## src/rtl/pgate_pkg.sv

```systemverilog
// Shared constants and the clamp-release bit mapping for the gate controller.
// Assumes a byte-addressed 32-bit register bus with an 8-bit address.
package pgate_pkg;
    localparam int PART_CNT   = 7;
    localparam int ADDR_W     = 8;
    localparam int DATA_W     = 32;
    localparam int TOG_GO_BIT = 8;
    localparam int TOG_IDX_W  = 8;
    localparam int ID_VDEC    = 3;
    localparam int ID_PCIE    = 4;

    localparam logic [ADDR_W-1:0] ADR_TOGGLE  = 8'h30;
    localparam logic [ADDR_W-1:0] ADR_RELEASE = 8'h34;
    localparam logic [ADDR_W-1:0] ADR_STATUS  = 8'h38;

    // Maps a clamp-release bit position to the partition whose clamp it drives.
    function automatic int release_target(input int bit_pos, input int nparts);
        if (nparts > ID_PCIE && bit_pos == ID_VDEC) return ID_PCIE;
        if (nparts > ID_PCIE && bit_pos == ID_PCIE) return ID_VDEC;
        return bit_pos;
    endfunction
endpackage

```

## src/rtl/pgate_regif.sv

```systemverilog
// Register decode for the gate controller.
// Turns bus writes into one-hot per-partition toggle and release strobes and
// muxes the status register onto the read data.
// Assumes writes take effect on the clock edge where bus_we is high.
module pgate_regif
    import pgate_pkg::*;
#(
    parameter int NUM_PART = PART_CNT
) (
    input  logic [ADDR_W-1:0]   bus_addr,
    input  logic                bus_we,
    input  logic [DATA_W-1:0]   bus_wdata,
    input  logic [NUM_PART-1:0] part_powered,
    output logic [NUM_PART-1:0] tog_sel,
    output logic [NUM_PART-1:0] rel_sel,
    output logic [DATA_W-1:0]   bus_rdata
);
    logic                 tog_hit;
    logic                 rel_hit;
    logic [TOG_IDX_W-1:0] tog_idx;
    logic                 unused_wdata;

    assign tog_hit      = bus_we && (bus_addr == ADR_TOGGLE) && bus_wdata[TOG_GO_BIT];
    assign rel_hit      = bus_we && (bus_addr == ADR_RELEASE);
    assign tog_idx      = bus_wdata[TOG_IDX_W-1:0];
    assign unused_wdata = ^bus_wdata[DATA_W-1:TOG_GO_BIT+1];

    // Decode the toggle index; an out-of-range index selects nothing.
    always_comb begin
        for (int i = 0; i < NUM_PART; i++) begin
            tog_sel[i] = tog_hit && (tog_idx == TOG_IDX_W'(i));
        end
    end

    // Route release bits through the cross-wired mapping.
    always_comb begin
        rel_sel = '0;
        for (int k = 0; k < NUM_PART; k++) begin
            if (rel_hit && bus_wdata[k]) rel_sel[release_target(k, NUM_PART)] = 1'b1;
        end
    end

    // Read mux: only the status register returns data.
    always_comb begin
        bus_rdata = '0;
        if (bus_addr == ADR_STATUS) bus_rdata[NUM_PART-1:0] = part_powered;
    end
endmodule

```

## src/rtl/pgate_slice.sv

```systemverilog
// Per-partition state: power enable, settle window, powered status and clamp.
// The settle window ends after a fixed cycle count or when external
// power-good matches the request, chosen by EXT_PGOOD.
// Assumes PGOOD_DLY >= 1.
module pgate_slice #(
    parameter int PGOOD_DLY = 4,
    parameter bit EXT_PGOOD = 1'b0
) (
    input  logic clk,
    input  logic rst_n,
    input  logic tog_req,
    input  logic rel_req,
    input  logic pgood,
    output logic pwr_en,
    output logic clamp_en,
    output logic powered
);
    logic busy;
    logic accept;
    logic settle_done;

    assign accept = tog_req && !busy;

    // Flip the power request when a toggle is accepted.
    always_ff @(posedge clk) begin
        if (!rst_n)      pwr_en <= 1'b0;
        else if (accept) pwr_en <= ~pwr_en;
    end

    // Hold the settle window open from an accepted toggle until it completes.
    always_ff @(posedge clk) begin
        if (!rst_n)           busy <= 1'b0;
        else if (accept)      busy <= 1'b1;
        else if (settle_done) busy <= 1'b0;
    end

    // Publish the settled power state.
    always_ff @(posedge clk) begin
        if (!rst_n)           powered <= 1'b0;
        else if (settle_done) powered <= pwr_en;
    end

    // Re-clamp on power-off, release only when powered and settled.
    always_ff @(posedge clk) begin
        if (!rst_n)                                     clamp_en <= 1'b1;
        else if (accept && pwr_en)                      clamp_en <= 1'b1;
        else if (rel_req && powered && pwr_en && !busy) clamp_en <= 1'b0;
    end

    generate
        if (EXT_PGOOD) begin : g_ext
            assign settle_done = busy && (pgood == pwr_en);
        end else begin : g_int
            localparam int CNT_W = $clog2(PGOOD_DLY + 1);
            logic [CNT_W-1:0] cnt;
            logic             unused_pgood;
            assign unused_pgood = pgood;
            assign settle_done  = busy && (cnt == CNT_W'(1));
            // Count down the fixed power-good delay.
            always_ff @(posedge clk) begin
                if (!rst_n)              cnt <= '0;
                else if (accept)         cnt <= CNT_W'(PGOOD_DLY);
                else if (cnt != '0)      cnt <= cnt - CNT_W'(1);
            end
        end
    endgenerate
endmodule

```

## src/rtl/pwr_part_gate_ctrl.sv

```systemverilog
// Top of the power partition gate controller.
// Joins the register decode with one state slice per partition.
// Assumes a single clock domain and a synchronous active-low reset.
module pwr_part_gate_ctrl
    import pgate_pkg::*;
#(
    parameter int NUM_PART  = PART_CNT,
    parameter int PGOOD_DLY = 4,
    parameter bit EXT_PGOOD = 1'b0
) (
    input  logic                clk,
    input  logic                rst_n,
    input  logic [ADDR_W-1:0]   bus_addr,
    input  logic                bus_we,
    input  logic [DATA_W-1:0]   bus_wdata,
    output logic [DATA_W-1:0]   bus_rdata,
    input  logic [NUM_PART-1:0] pgood_in,
    output logic [NUM_PART-1:0] pwr_en,
    output logic [NUM_PART-1:0] clamp_en
);
    logic [NUM_PART-1:0] tog_sel;
    logic [NUM_PART-1:0] rel_sel;
    logic [NUM_PART-1:0] part_powered;

    pgate_regif #(.NUM_PART(NUM_PART)) u_regif (
        .bus_addr     (bus_addr),
        .bus_we       (bus_we),
        .bus_wdata    (bus_wdata),
        .part_powered (part_powered),
        .tog_sel      (tog_sel),
        .rel_sel      (rel_sel),
        .bus_rdata    (bus_rdata)
    );

    generate
        for (genvar p = 0; p < NUM_PART; p++) begin : g_part
            pgate_slice #(.PGOOD_DLY(PGOOD_DLY), .EXT_PGOOD(EXT_PGOOD)) u_slice (
                .clk      (clk),
                .rst_n    (rst_n),
                .tog_req  (tog_sel[p]),
                .rel_req  (rel_sel[p]),
                .pgood    (pgood_in[p]),
                .pwr_en   (pwr_en[p]),
                .clamp_en (clamp_en[p]),
                .powered  (part_powered[p])
            );
        end
    endgenerate
endmodule

```

## config.mk

```make
export PLATFORM = sky130hd
export DESIGN_NAME = pwr_part_gate_ctrl
export DESIGN_NICKNAME = d
export VERILOG_FILES = /design/src/rtl/pgate_pkg.sv /design/src/rtl/pgate_regif.sv /design/src/rtl/pgate_slice.sv /design/src/rtl/pwr_part_gate_ctrl.sv
export SDC_FILE = /design/constraint.sdc
export NUM_CORES = 1
export LEC_CHECK = 0
export BUFFER_PORTS_ARGS = -buffer_cell sky130_fd_sc_hd__buf_2
export CORE_MARGIN = 8
export CORE_UTILIZATION = 51
export DETAILED_ROUTE_END_ITERATION = 6
export PLACE_DENSITY = 0.8
export SYNTH_ARGS = -nofsm -noshare
export SYNTH_HDL_FRONTEND = slang
export SYNTH_SLANG_ARGS = --single-unit
```

## constraint.sdc

```tcl
create_clock -name clk -period 2.15 [get_ports clk]
set_clock_uncertainty 0.15 [all_clocks]
set_input_delay 0.43 -clock clk [delete_from_list [all_inputs] [get_ports clk]]
set_output_delay 0.43 -clock clk [all_outputs]
set_load 0.02 [all_outputs]
```

==> results.json <==
{
  "status": "finished, violations left",
  "violations": "negative setup slack",
  "fin_crit_sh_pct": 101,
  "yosysWarningCount": 0,
  "layout_min_cycle_time_ps": 2180,
  "syn_inst": 329,
  "cp_slowest_cell": "or3_4",
  "wire_per_inst_um": 13.3,
  "antenna_found_initial": 0,
  "max_freq_mhz": 459,
  "rsz0062_at_grt": "yes",
  "cts_root_buf": "clkbuf_8",
  "min_path_type": "in -> reg",
  "critPathRequiredTime_ps": 1570,
  "total_power_mw": 2.50,
  "dr.pass1.iters": 4,
  "dieWidth_um": 91.8,
  "ir_worst_vdd_mv": 0.340,
  "crit_chain": "buf_6 -> or3_4 -> nor3_4 -> buf_6 -> and2_4 -> buf_6",
  "grt_pass1_wl_mm": 9.55,
  "htreeDepth": 2,
  "p_leak_nw": 1.57,
  "cp_max_fo": 4,
  "port_buffers": 40,
  "drt_iter0_drc": 86,
  "vias": 2199,
  "worstSetupPathType": "in -> out",
  "crit_top_cell": "buf_6",
  "dpl.hpwl_mm": 4.37,
  "start_util_pct": 52.9,
  "grt_max_degree": 57,
  "syn_to_final_growth_pct": 12.1,
  "cts_buffers": 5,
  "syn_area_sq_mm": 0.00293,
  "slowest_delay_ps": 410,
  "hold_viol": 0,
  "dp_slack_ps": -188,
  "final_cell_area_sq_mm": 0.00329,
  "cp.arrival_ps": 1600,
  "ys_ff_latch": 49,
  "core_area_sq_mm": 0.00554,
  "place_area_sq_mm": 0.00310,
  "layout_setup_ws_ps": -27.1,
  "maxSlewViolCount": 0,
  "fin_nets": 446,
  "maxCapViolCount": 0,
  "power_density_mw_per_mm2": 760,
  "wl_mm": 5.85,
  "cp-start-kind": "input port",
  "std_cell_rows": 27,
  "vias_per_cell": 4.99,
  "ant_nets": 0,
  "cts_sinks": 49,
  "synth.distinct_cells": 33,
  "io_pins": 96,
  "dieArea_sq_mm": 0.00843,
  "die_h_um": 91.8,
  "grt_overflow_total": 0,
  "gp_congestion": 0.771,
  "grt_usage_pct": 13.6,
  "diodes": 0,
  "holdWs_ps": 343,
  "grt_pass1_vias": 2155,
  "setup_viol": 4,
  "route.detailed.drc": 0,
  "end_kind": "output port",
  "clk_latency_ps": 300,
  "cts_tree": "done",
  "avgSynthCellArea_sq_um": 8.91,
  "yosysSeqAreaShare_pct": 33.5,
  "path_clk_slew_ps": 80,
  "layout-drive-gt1-share_pct": 20.3,
  "cts_buffer_depth": 2
}
==> what timing repair did <==
action | in CTS | in global routing
resized for setup | 4 | 23
pin swaps | 0 | 2
setup buffers | 0 | 2
hold buffers | 0 | 0
endpoints found under the setup margin | 7 | 7
==> flip-flops by register name, summed over array words and instances, names as in the netlist <==
signal	flops
g_part.u_slice.g_int.cnt	21
g_part.u_slice.powered	7
g_part.u_slice.pwr_en	7
g_part.u_slice.clamp_en	7
g_part.u_slice.busy	7
==> area by class of cell <==
| cell class | count | area (sq um) |
|---|---|---|
| flip-flops and latches | 49 | 981 |
| multi-input cells | 220 | 1610 |
| well taps | 72 | 90.1 |
| repair buffers | 54 | 382 |
| clock buffers | 8 | 80.1 |
| fillers | 506 | 2250 |
| inverters | 38 | 143 |
==> Yosys cell counts, drive strengths merged <==
cell | number | share of area (%)
nand4bb | 1 | 0.94
nor3b | 1 | 0.26
or3b | 1 | 0.30
nor4 | 4 | 1.9
xnor2 | 7 | 2.1
nand3 | 16 | 2.7
ha | 28 | 12
buf | 39 | 10
nand2b | 6 | 1.3
o21ai | 20 | 3.4
clkbuf | 7 | 0.90
nor3 | 2 | 0.34
dfxtp | 49 | 33
a21boi | 14 | 3.6
nand3b | 1 | 0.26
or4bb | 2 | 0.77
or3 | 2 | 0.47
inv | 38 | 4.9
or4 | 1 | 0.26
nor2b | 7 | 1.5
and2 | 7 | 1.5
o41ai | 1 | 0.30
nor2 | 4 | 0.51
nand4b | 6 | 1.8
mux2i | 21 | 7.2
nand2 | 26 | 3.3
and3 | 14 | 3.1
or4b | 1 | 0.47
o211ai | 2 | 0.51
conb | 1 | 0.13
==> per-layer routing <==
layer | vias up | part of all wire, % | wire (um) | GRT usage (%)
met5 | - | 0 | 0 | 0
met4 | 0 | 2.5 | 144 | 6.31
met3 | 15 | 7.0 | 409 | 5.13
met2 | 61 | 47 | 2770 | 22.3
met1 | 1022 | 43 | 2530 | 15.4
li1 | 1101 | - | - | -
==> through the flow <==
| stage | instances | TNS [ps] | utilization, % |
|---|---|---|---|
| floorplan | 353 | 0 | - |
| global placement | 431 | -2700 | 56.0 |
| detailed placement | 431 | -3100 | 56.0 |
| CTS | 439 | 0 | 57.7 |
| global route | 441 | -351 | 59.3 |
| finish | 441 | -84.3 | 59.3 |
==> final timing paths <==
path	endpoint	slack (ps)	depth (start not counted)	from
setup / recovery	bus_rdata[5]	-30	6	bus_addr[7]
hold / removal	g_part[1].u_slice.clamp_en	340	4	bus_wdata[1]
setup reg to reg	g_part[0].u_slice.g_int.cnt[1]	660	6	g_part[0].u_slice.g_int.cnt[0]
hold reg to reg	g_part[3].u_slice.pwr_en	350	2	g_part[3].u_slice.pwr_en
==> power by group <==
group	switching [mW]	internal [mW]	total (mW)
clock	0.289	0.232	0.521
sequential	0.0781	1.02	1.10
combinational	0.451	0.431	0.882
total	0.818	1.68	2.50
==> critical path, delay by kind of cell <==
family        cells  cell delay [ps]
buf+inv           3              360
simple gates      3              810
==> layout by cell type, fill, tap and decap left out, types with 14 or more instances in the layout <==
cell / Yosys / layout
a21boi_0: 14 / 14
buf_2: 0 / 31
conb_1: 1 / 25
dfxtp_1: 49 / 49
ha_1: 28 / 28
inv_1: 38 / 38
mux2i_1: 21 / 21
nand2_1: 26 / 26
nand3_1: 16 / 16
o21ai_0: 20 / 20
==> kinds of logic (layout without fill, tap and decap cells) <==
logic type,count (synthesis),after routing,share of synthesized area [%]
mux,21,21,7.17
compound gates,37,37,7.81
buf+inv,84,100,15.7
flops,49,49,33.5
simple gates,102,102,21.6
xor+xnor,7,7,2.09
fa+ha+maj,28,28,12.0
other cells,1,25,0.128
Note: power is estimated with default switching activity, not from simulation.
